===== src/rtl/i2c_addr_match.sv =====
module i2c_addr_match #(
  parameter int ADDR_BITS   = 7,
  parameter int SYNC_STAGES = 2
) (
  input  logic                 clk,
  input  logic                 rst,
  input  logic                 scl_in,
  input  logic                 sda_in,
  input  logic                 reg_wr,
  input  logic [1:0]           reg_sel,
  input  logic [ADDR_BITS:0]   reg_wdata,
  output logic [ADDR_BITS:0]   reg_rdata,
  output logic                 irq
);
  localparam int REG_W = ADDR_BITS + 1;
  localparam int CNT_W = $clog2(REG_W + 1);

  logic [SYNC_STAGES-1:0] scl_sy, sda_sy;
  logic scl_d, sda_d;
  wire  scl_s = scl_sy[SYNC_STAGES-1];
  wire  sda_s = sda_sy[SYNC_STAGES-1];

  always_ff @(posedge clk) begin
    if (rst) begin
      scl_sy <= '0; sda_sy <= '0; scl_d <= 1'b0; sda_d <= 1'b0;
    end else begin
      scl_sy <= {scl_sy[SYNC_STAGES-2:0], scl_in};
      sda_sy <= {sda_sy[SYNC_STAGES-2:0], sda_in};
      scl_d  <= scl_s;
      sda_d  <= sda_s;
    end
  end

  wire bus_start = scl_s & scl_d &  sda_d & ~sda_s;
  wire bus_stop  = scl_s & scl_d & ~sda_d &  sda_s;
  wire scl_rise  = scl_s & ~scl_d;

  logic [ADDR_BITS-1:0] own_q, mask_q;
  logic gce_q, ie_q, flag_q;
  logic st_own, st_gc, st_rw;
  logic capt_q;
  logic [CNT_W-1:0] cnt_q;
  logic [REG_W-2:0] sh_q;

  wire [REG_W-1:0]     word   = {sh_q, sda_s};
  wire [ADDR_BITS-1:0] rx_adr = word[REG_W-1:1];
  wire                 rx_rw  = word[0];
  wire last_bit  = capt_q & scl_rise & (cnt_q == CNT_W'(REG_W-1));
  wire is_zero   = (rx_adr == '0);
  wire gc_case   = is_zero & gce_q;
  wire gc_hit    = gc_case & ~rx_rw;
  wire own_hit   = (((rx_adr ^ own_q) & ~mask_q) == '0) & ~gc_case;
  wire any_hit   = gc_hit | own_hit;
  wire clr_wr    = reg_wr & (reg_sel == 2'd2) & reg_wdata[REG_W-1];

  always_ff @(posedge clk) begin
    if (rst) begin
      capt_q <= 1'b0; cnt_q <= '0; sh_q <= '0;
    end else if (bus_stop) begin
      capt_q <= 1'b0;
    end else if (bus_start) begin
      capt_q <= ~flag_q;
      cnt_q  <= '0;
    end else if (capt_q && scl_rise) begin
      sh_q  <= word[REG_W-2:0];
      cnt_q <= cnt_q + 1'b1;
      if (last_bit) capt_q <= 1'b0;
    end
  end

  always_ff @(posedge clk) begin
    if (rst) begin
      own_q <= '0; gce_q <= 1'b0; mask_q <= '0; ie_q <= 1'b0;
    end else if (reg_wr) begin
      case (reg_sel)
        2'd0: begin own_q <= reg_wdata[REG_W-1:1]; gce_q <= reg_wdata[0]; end
        2'd1: mask_q <= reg_wdata[REG_W-1:1];
        2'd2: ie_q <= reg_wdata[0];
        default: ;
      endcase
    end
  end

  always_ff @(posedge clk) begin
    if (rst) begin
      flag_q <= 1'b0; st_own <= 1'b0; st_gc <= 1'b0; st_rw <= 1'b0;
    end else if (last_bit && any_hit) begin
      flag_q <= 1'b1;
      st_own <= own_hit;
      st_gc  <= gc_hit;
      st_rw  <= rx_rw;
    end else if (clr_wr) begin
      flag_q <= 1'b0;
    end
  end

  always_comb begin
    case (reg_sel)
      2'd0:    reg_rdata = {own_q, gce_q};
      2'd1:    reg_rdata = {mask_q, 1'b0};
      2'd2:    reg_rdata = {flag_q, {(REG_W-2){1'b0}}, ie_q};
      default: reg_rdata = {{(REG_W-3){1'b0}}, st_rw, st_gc, st_own};
    endcase
  end

  assign irq = flag_q & ie_q;

  AST_FLAG_STICKY: assert property (@(posedge clk) disable iff (rst)
    (flag_q && !clr_wr) |=> flag_q);
  AST_IRQ_ENABLED: assert property (@(posedge clk) disable iff (rst)
    $rose(irq) |-> ie_q);
  AST_STATUS_EXCL: assert property (@(posedge clk) disable iff (rst)
    $onehot0({st_own, st_gc}));
  AST_GC_WRITE_DIR: assert property (@(posedge clk) disable iff (rst)
    st_gc |-> !st_rw);
  AST_NO_CAPT_PENDING: assert property (@(posedge clk) disable iff (rst)
    flag_q |-> !capt_q);
  AST_FLAG_CAUSE: assert property (@(posedge clk) disable iff (rst)
    $rose(flag_q) |-> (st_own || st_gc));
endmodule


===== config.mk =====
export PLATFORM = sky130hd
export DESIGN_NAME = i2c_addr_match
export DESIGN_NICKNAME = d
export VERILOG_FILES = /design/src/rtl/i2c_addr_match.sv
export SDC_FILE = /design/constraint.sdc
export NUM_CORES = 1
export LEC_CHECK = 0
export BUFFER_PORTS_ARGS = -buffer_cell sky130_fd_sc_hd__buf_2
export CORE_MARGIN = 2
export CORE_UTILIZATION = 55
export DETAILED_ROUTE_END_ITERATION = 7
export HOLD_SLACK_MARGIN = 0.03
export PLACE_DENSITY = 0.77
export SLEW_MARGIN = 20
export SYNTH_ARGS = -nofsm -noshare
export SYNTH_HDL_FRONTEND = slang
export SYNTH_SLANG_ARGS = --single-unit

===== constraint.sdc =====
create_clock -name clk -period 2.17 [get_ports clk]
set_input_delay 0.1085 -clock clk [delete_from_list [all_inputs] [get_ports clk]]
set_output_delay 0.1085 -clock clk [all_outputs]
set_load 0.1 [all_outputs]

## Word level (Yosys, flattened, before mapping)

Cells that the tools add are included.

| operators by class | value |
|---|---|
| bitwise operators | 25 |
| multiplexer cells | 8 |
| add/subtract/negate cells | 1 |
| eq/ne operators | 3 |
| reductions and logical operators | 15 |

Operator list:

| operator | count |
|---|---|
| $pmux W8 S3 | 1 |
| $and A1 B1 Y1 | 14 |
| $logic_not A7 Y1 | 2 |
| $reduce_and A2 Y1 | 5 |
| $mux W4 | 2 |
| $and A7 B7 Y7 | 1 |
| $not A1 Y1 | 7 |
| $not A7 Y7 | 1 |
| $xor A7 B7 Y7 | 1 |
| $reduce_bool A2 Y1 | 3 |
| $mux W1 | 5 |
| $add A4 B1 Y4 const B | 1 |
| $eq A4 B3 Y1 const B | 1 |
| $reduce_and A3 Y1 | 1 |
| $eq A2 B1 Y1 const B | 1 |
| $eq A2 B2 Y1 const B | 1 |
| $logic_and A1 B1 Y1 | 2 |
| $logic_not A2 Y1 | 1 |
| $reduce_or A2 Y1 | 1 |
| $or A1 B1 Y1 | 1 |

| word-level totals | value |
|---|---|
| flip-flop bits (word level) | 38 |
| word-level logic and storage cells | 67 |
| input bits | 15 |

## Logic depth before layout (Yosys ltp)

Gate-level depths: netlist of the first run.

| logic depth | value |
|---|---|
| word-level depth | 7 |
| gate-level depth with buffers | 5 |
| mapped depth without buffers | 5 |

## Worst setup path before layout of the first run

Ideal clock, no wire load.

| path | value |
|---|---|
| kind | input -> output |
| start point | input port reg_sel[0] |
| end point | output port reg_rdata[1] |
| slack | 0.282 ns |
| arrival | 1.780 ns |
| stages on the path | 3 |
| buffers on the path | 1 |
| cells stage by stage | buf_2 mux2i_1 o21ai_1 |

| between the ends | value |
|---|---|
| longest elaborated chain between the ends | 2 |
| elaborated cells on any way between the ends | 4 |
| classes of those cells | 2 x eq/ne; 1 x mux; 1 x reduce/logical |

RTL lines:

| element | RTL line | text |
|---|---|---|
| from (decl) | 10 | `input logic [1:0] reg_sel,` |
| $eq A2 B2 Y1, or another cell as far along | 98 | `case (reg_sel)` |
| $pmux W8 S3 (*) | 98 |  |
| to (decl) | 12 | `output logic [ADDR_BITS:0] reg_rdata,` |

Mark *: on every way between the ends. The rest lies on a longest branch, timed or not.

## Final worst setup path of the first run

| path | value |
|---|---|
| start point | register scl_sy[1] |
| end point | register st_rw |

| between the ends | value |
|---|---|
| longest elaborated chain between the ends | 4 |

RTL lines:

| element | RTL line | text |
|---|---|---|
| from (decl) | 18 | `logic [SYNC_STAGES-1:0] scl_sy, sda_sy;` |
| from (signal assigned) | 27 | `scl_sy <= {scl_sy[SYNC_STAGES-2:0], scl_in};` |
| $and A1 B1 Y1 | 36 | `wire scl_rise = scl_s & ~scl_d;` |
| $and A1 B1 Y1 (2 in series) | 48 | `wire last_bit = capt_q & scl_rise & (cnt_q == CNT_W'(REG_W-1));` |
| $logic_and A1 B1 Y1 | 87 | `end else if (last_bit && any_hit) begin` |
| to (signal assigned) | 91 | `st_rw <= rx_rw;` |
| to (decl) | 40 | `logic st_own, st_gc, st_rw;` |

No other way between the ends.
A chain may end at the register's enable or synchronous reset.

==> summary.md, run 1 <==
| Metric | Value |
|---|---|
| VDD IR max | `0.444 mV` |
| Post-Synthesis Cells | `179` |
| Dpl hpwl | `~2400 um` |
| Initial DRT Pass Iterations | `6` |
| Crit path largest cell delay | `0.41 ns` |
| Share of cells above drive strength 1 | `16.6%` |
| DR vias/cell | `about 5.5` |
| FF+latch count, synth | `38` |
| Critical Path, Cell by Cell | `and3b_1 > nand4b_2 > or3_4 > and3b_1 > mux2_2` |
| Fillers | `243` |
| Worst r2r dst | `st_rw` |
| Relative max-transition margin | `63.4%` |
| Final Net Count | `226` |
| CP max FO | `5` |
| Routed wire length | `3460 um` |
| Worst skew pair latency | `0.34 ns` |
| Hold Path Stages | `3` |
| Antenna diodes | `0` |
| CP bufs+invs | `0` |
| CTS Sinks | `38` |
| CP arrival | `~1.9 ns` |
| Final min period | `1.70 ns` |
| Quantity of gates resized following cts | `0` |
| Vias in the first global route | `1274` |
| Final global-route overflow total | `0` |
| Antenna viol nets, final | `0` |
| CTS tree | `built` |
| Hold WC Path Type | `in2reg` |
| Reg2reg start | `scl_sy[1]` |
| Core area | `about 2800 um^2` |
| CP most frequent cell | `and3b_1` |
| Non-filler cells, final | `between 200 and 250` |
| Netlist Area Pre-Place | `1640 um^2` |
| Reg clk slew, reported paths | `between 0.1 and 0.15 ns` |
| Hold worst-path end | `own_q[2]` |
| Cell count after placement | `226` |
| Most common cell after layout, fill and taps aside | `dfxtp_1` |
| WL per Instance | `14.3 um` |
| Cts bufs inserted | `5` |
| Critical path class | `reg2reg` |
| Total number of vias | `1339` |
| CP Launch Type | `flip-flop` |
| Max cap viols | `0` |
| RD Place Congestion | `0.795` |
| Final Hold Fails | `0` |
| Status | `complete, but fails checks` |
| Top cells by area, synth | `dfxtp_1 (46%), mux2i_1 (14%), nor2_1 (5.9%), nand2_1 (5.0%), xnor2_1 (3.7%)` |
| Avg Inst Size Synth | `approximately 9.2 um^2` |
| Leading area contributor after synthesis | `dfxtp_1` |
| Worst R2R Path Depth | `5` |
| Yosys Warn Count | `0` |
| RSZ-0062 raised after global routing | `no` |
| H-tree levels | `2` |
| Global-route wire length before repair | `5470 um` |
| TNS Setup | `0 ns` |
| WP data required | `2.40 ns` |
| Period utilisation layout | `between 70% and 80%` |
| Worst path slowest cell | `or3_4` |
| Design Power | `roughly 1200 uW` |
| Net count after synthesis | `195` |
| Initial Utilization | `58.6%` |
| Antenna violations before repair | `0` |
| CTS root buf | `clkbuf_4` |
| Initial DRC count | `64` |
| Hold Worst Slack | `around 0.043 ns` |
| Clock buffer depth | `2` |
| Standard-cell row count | `19` |
| IO buf count | `23` |
| Hold Path Origin | `reg_wdata[3]` |
| Final setup vio count | `0` |
| Die Height | `~59 um` |
| Die ar. | `3440 um^2` |
| Max Clock Skew | `0.00636 ns` |
| Worst slew pin tran | `0.547 ns` |
| Commonest non-fill, non-tap cells in the layout | `dfxtp_1 (38), nor2_1 (26), mux2i_1 (23), buf_2 (23), nand2_1 (22)` |
| Syn-to-layout area delta | `16.5%` |
| Crit. End Element | `flip-flop` |
| GRT Total Usage | `about a fifth` |
| Synth cell types | `32` |
| I/O Pins | `24` |
| Core Util, Final | `68.2%` |
| Max frequency | `0.587 GHz` |
| Synth top area share | `46.3%` |
| Pwr/cell area | `637 nW/um^2` |
| Final Slew Violations | `0` |
| Largest net degree at the start of global routing | `27` |
| Register area share after synthesis | `46.3%` |
| Crit-path leading delay family | `simple AND/OR/NAND/NOR gates` |
| Reg2reg setup slack | `~0.47 ns` |
| P_leak | `0.000818 uW` |
| Die Wd | `58.7 um` |
| Drt drc | `2` |
| Violated checks | `DRC` |
synth_stat cells (all sizes together):
library cell / number
a21oi: 11
a22o: 1
a22oi: 1
a311oi: 1
a31oi: 1
and2: 2
and3b: 2
and4b: 1
buf: 3
clkbuf: 6
dfxtp: 38
ha: 1
mux2: 2
mux2i: 23
nand2: 22
nand3: 4
nand3b: 2
nand4: 1
nand4b: 1
nor2: 26
nor2b: 8
nor3: 2
nor4: 1
nor4b: 1
o2111ai: 1
o21ai: 3
o22ai: 3
o2bb2ai: 1
or3: 1
xnor2: 7
xor2: 2
registers in the layout, summed over array words and instances (netlist names):
name    flops
mask_q      7
own_q       7
rx_adr      7
cnt_q       4
scl_sy      2
sda_sy      2
capt_q      1
flag_q      1
gce_q       1
ie_q        1
scl_d       1
sda_d       1
st_gc       1
st_own      1
st_rw       1
report_power, final:
group | switching, uW | internal, uW
clock network | 216 | 157
logic | 74.6 | 49.2
registers | 12.0 | 712
total | 302 | 918
layer usage:
metal / track usage, % / wire, um / vias to the layer above
li1: - / - / 676
met1: 24.9 / 1540 / 620
met2: 35.3 / 1670 / 34
met3: 5.05 / 169 / 9
met4: 12.3 / 81 / 0
met5: 0 / 0 / -
layout make-up:
type	instances	area (um^2)	share of cell area (%)
multi-input cells	132	845	44.1
flip-flops and latches	38	761	39.7
clock buffers	7	55.1	2.88
well taps	31	38.8	2.03
repair buffers	33	210	11.0
clock inverters	1	5.00	0.261
worst max path at each step:
stage                from           end  slack [ns]  cells after the start
2_1_floorplan  reg_sel[0]  reg_rdata[1]        0.28                      3
3_3_place_gp    scl_sy[1]         st_rw        0.56                      5
3_5_place_dp    scl_sy[1]         st_rw        0.50                      5
4_1_cts         scl_sy[1]         st_rw        0.47                      5
5_1_grt         scl_sy[1]         st_rw        0.39                      5
6_report        scl_sy[1]         st_rw        0.47                      5
per-stage QoR:
stage | setup WS (ns) | instance area (um^2)
2_1_floorplan | 0.282 | 1640
3_3_place_gp | 0.562 | 1770
3_5_place_dp | 0.501 | 1770
4_1_cts | 0.470 | 1910
5_1_grt | 0.394 | 1910
6_report | 0.466 | 1910
worst min-delay path, stage by stage:
cell     delay, ns
buf_2         0.10
mux2i_1       0.07
nor2_1        0.08
timing repair:
item,CTS,global route
hold endpoints to repair,13,0
setup buffers,0,0
hold buffers,8,0
logic make-up after synthesis:
family          after synthesis  synth area share (%)
compound gates               23                  8.38
xor+xnor                      9                  4.80
fa+ha+maj                     1                 0.761
buf+inv                       9                  2.28
flops                        38                  46.3
mux                          25                  15.4
simple gates                 74                  22.1
No activity file was read; power rests on OpenSTA's default activity.
==> run 2, diff against run 1 <==
--- a/config.mk
+++ b/config.mk
@@ -7,10 +7,10 @@
 export LEC_CHECK = 0
 export BUFFER_PORTS_ARGS = -buffer_cell sky130_fd_sc_hd__buf_2
 export CORE_MARGIN = 2
-export CORE_UTILIZATION = 55
+export CORE_UTILIZATION = 50
 export DETAILED_ROUTE_END_ITERATION = 7
 export HOLD_SLACK_MARGIN = 0.03
-export PLACE_DENSITY = 0.77
+export PLACE_DENSITY = 0.74
 export SLEW_MARGIN = 20
 export SYNTH_ARGS = -nofsm -noshare
 export SYNTH_HDL_FRONTEND = slang
==> constraint.sdc (replaced) <==
create_clock -name clk -period 1.5 [get_ports clk]
set_input_delay 0.075 -clock clk [delete_from_list [all_inputs] [get_ports clk]]
set_output_delay 0.075 -clock clk [all_outputs]
set_load 0.1 [all_outputs]
==> run 2 against run 1 <==
Against the previous run:
- the flow finishes with violations (setup timing)
- largest cell class unchanged
- clock power grew 75%
- power is 56% higher
- via count up 7.9%
==> summary.md, run 2 (synthesis gave the netlist of run 1 again) <==
| Metric | Value |
|---|---|
| P_leak | `a little under 0.001 uW` |
| Die ar. | `roughly 3800 um^2` |
| Place WS | `-0.102 ns` |
| Crit path largest cell delay | `0.36 ns` |
| Worst r2r dst | `st_rw` |
| Largest net degree at the start of global routing | `15` |
| Total number of vias | `approximately 1400` |
| Most common cell after layout, fill and taps aside | `dfxtp_1` |
| Die Wd | `61.3 um` |
| Die Height | `61.3 um` |
| Core Util, Final | `around three quarters` |
| VDD IR max | `0.672 mV` |
| Reg clk slew, reported paths | `about 0.11 ns` |
| CP arrival | `1.87 ns` |
| Critical Path, Cell by Cell | `nor4_2 > nand2_1 > or3_4 > and3b_1 > mux2_4` |
| Antenna violations before repair | `0` |
| CP Launch Type | `flip-flop` |
| Hold WC Path Type | `in2reg` |
| Worst slew pin tran | `0.487 ns` |
| Final Hold Fails | `0` |
| CP max FO | `2` |
| Hold Worst Slack | `0.0620 ns` |
| Clock buffer depth | `2` |
| CTS root buf | `clkbuf_4` |
| Initial DRC count | `80` |
| CTS Sinks | `38` |
| Antenna viol nets, final | `0` |
| Antenna diodes | `0` |
| Max cap viols | `0` |
| Critical path class | `reg2reg` |
| Final global-route overflow total | `0` |
| Final min period | `1.63 ns` |
| Commonest non-fill, non-tap cells in the layout | `dfxtp_1 (33), buf_4 (24), mux2i_1 (23)` |
| IO buf count | `23` |
| Initial Utilization | `a little over half` |
| Relative max-transition margin | `67.7%` |
| H-tree levels | `2` |
| Drt drc | `0` |
| Cts bufs inserted | `5` |
| Dpl hpwl | `2650 um` |
| Pwr/cell area | `849 nW/um^2` |
| Core area | `3080 um^2` |
| Cell count after placement | `256` |
| Share of cells above drive strength 1 | `31.9%` |
| Final Net Count | `250` |
| TNS Setup | `-0.127 ns` |
| Routed wire length | `3930 um` |
| Max frequency | `0.615 GHz` |
| Reg2reg start | `rx_adr[3]` |
| Max Clock Skew | `0.00562 ns` |
| WL per Instance | `14.1 um` |
| Global-route wire length before repair | `6060 um` |
| RD Place Congestion | `approximately 0.81` |
| Fin worst setup slack | `-0.127 ns` |
| Worst path slowest cell | `dfxtp_2` |
| Standard-cell row count | `20` |
| CTS tree | `built` |
| Non-filler cells, final | `279` |
| Initial DRT Pass Iterations | `4` |
| Period utilisation layout | `108%` |
| GRT Total Usage | `22.6%` |
| Reg2reg setup slack | `-0.13 ns` |
| Hold worst-path end | `ie_q` |
| DR vias/cell | `5.18` |
| Status | `complete, but fails checks` |
| Vias in the first global route | `1387` |
| Syn-to-layout area delta | `36.8%` |
| Final Slew Violations | `0` |
| Crit. End Element | `flip-flop` |
| WP data required | `1.75 ns` |
| Worst skew pair latency | `0.34 ns` |
| Violated checks | `setup timing` |
| Hold Path Stages | `4` |
| RSZ-0062 raised after global routing | `yes` |
| I/O Pins | `24` |
| Hold Path Origin | `reg_wr` |
| Worst R2R Path Depth | `5` |
| Final setup vio count | `1` |
[run 2: how the worst max path moves through the flow]
stage | depth (start not counted) | slack [ns] | startpoint | endpoint
floorplan | 5 | -0.05 | rx_adr[5] | st_rw
CTS | 5 | -0.09 | rx_adr[3] | st_rw
detailed placement | 5 | -0.10 | rx_adr[6] | st_rw
global placement | 5 | -0.07 | rx_adr[6] | st_rw
global route | 5 | -0.15 | scl_d | st_rw
finish | 5 | -0.13 | rx_adr[3] | st_rw
[run 2: metrics by stage]
step           total power [uW]  cell area (um^2)
2_1_floorplan              1190              1670
3_3_place_gp               1240              1960
3_5_place_dp               1240              1960
4_1_cts                    1910              2200
5_1_grt                    1980              2250
6_report                   1910              2250
[run 2: repair_timing]
action | CTS | global route
gates resized for setup | 8 | 10
hold endpoints to repair | 18 | 0
pin swaps | 5 | 2
buffers inserted | 3 | 1
setup endpoints to repair | 5 | 8
hold buffers | 11 | 0
[run 2: power breakdown]
group | internal, uW | total (uW) | switching, uW
registers | 1030 | 1050 | 16.2
clock network | 320 | 652 | 331
logic | 89.9 | 210 | 120
[run 2: worst max-delay path, delay by kind of cell (launching register included)]
family           cells  cell delay, ns
muxes                1            0.25
DFF                  1            0.36
and+or+nand+nor      4            0.93
[run 2: routing by layer]
layer	GRT usage [%]	share of wire, %	vias to the layer above
met4	8.07	1.0	0
met3	7.35	3.7	4
met1	24.5	42	678
met2	41.0	53	31
met5	0	0	-
li1	-	-	732
[run 2: final cells by class]
| cell class | count | area, um^2 |
|---|---|---|
| Sequential cell | 38 | 767 |
| Multi-Input combinational cell | 132 | 920 |
| Tap cell | 44 | 55.1 |
| Clock buffer | 8 | 78.8 |
| Timing Repair Buffer | 57 | 427 |
| Fill cell | 225 | 831 |
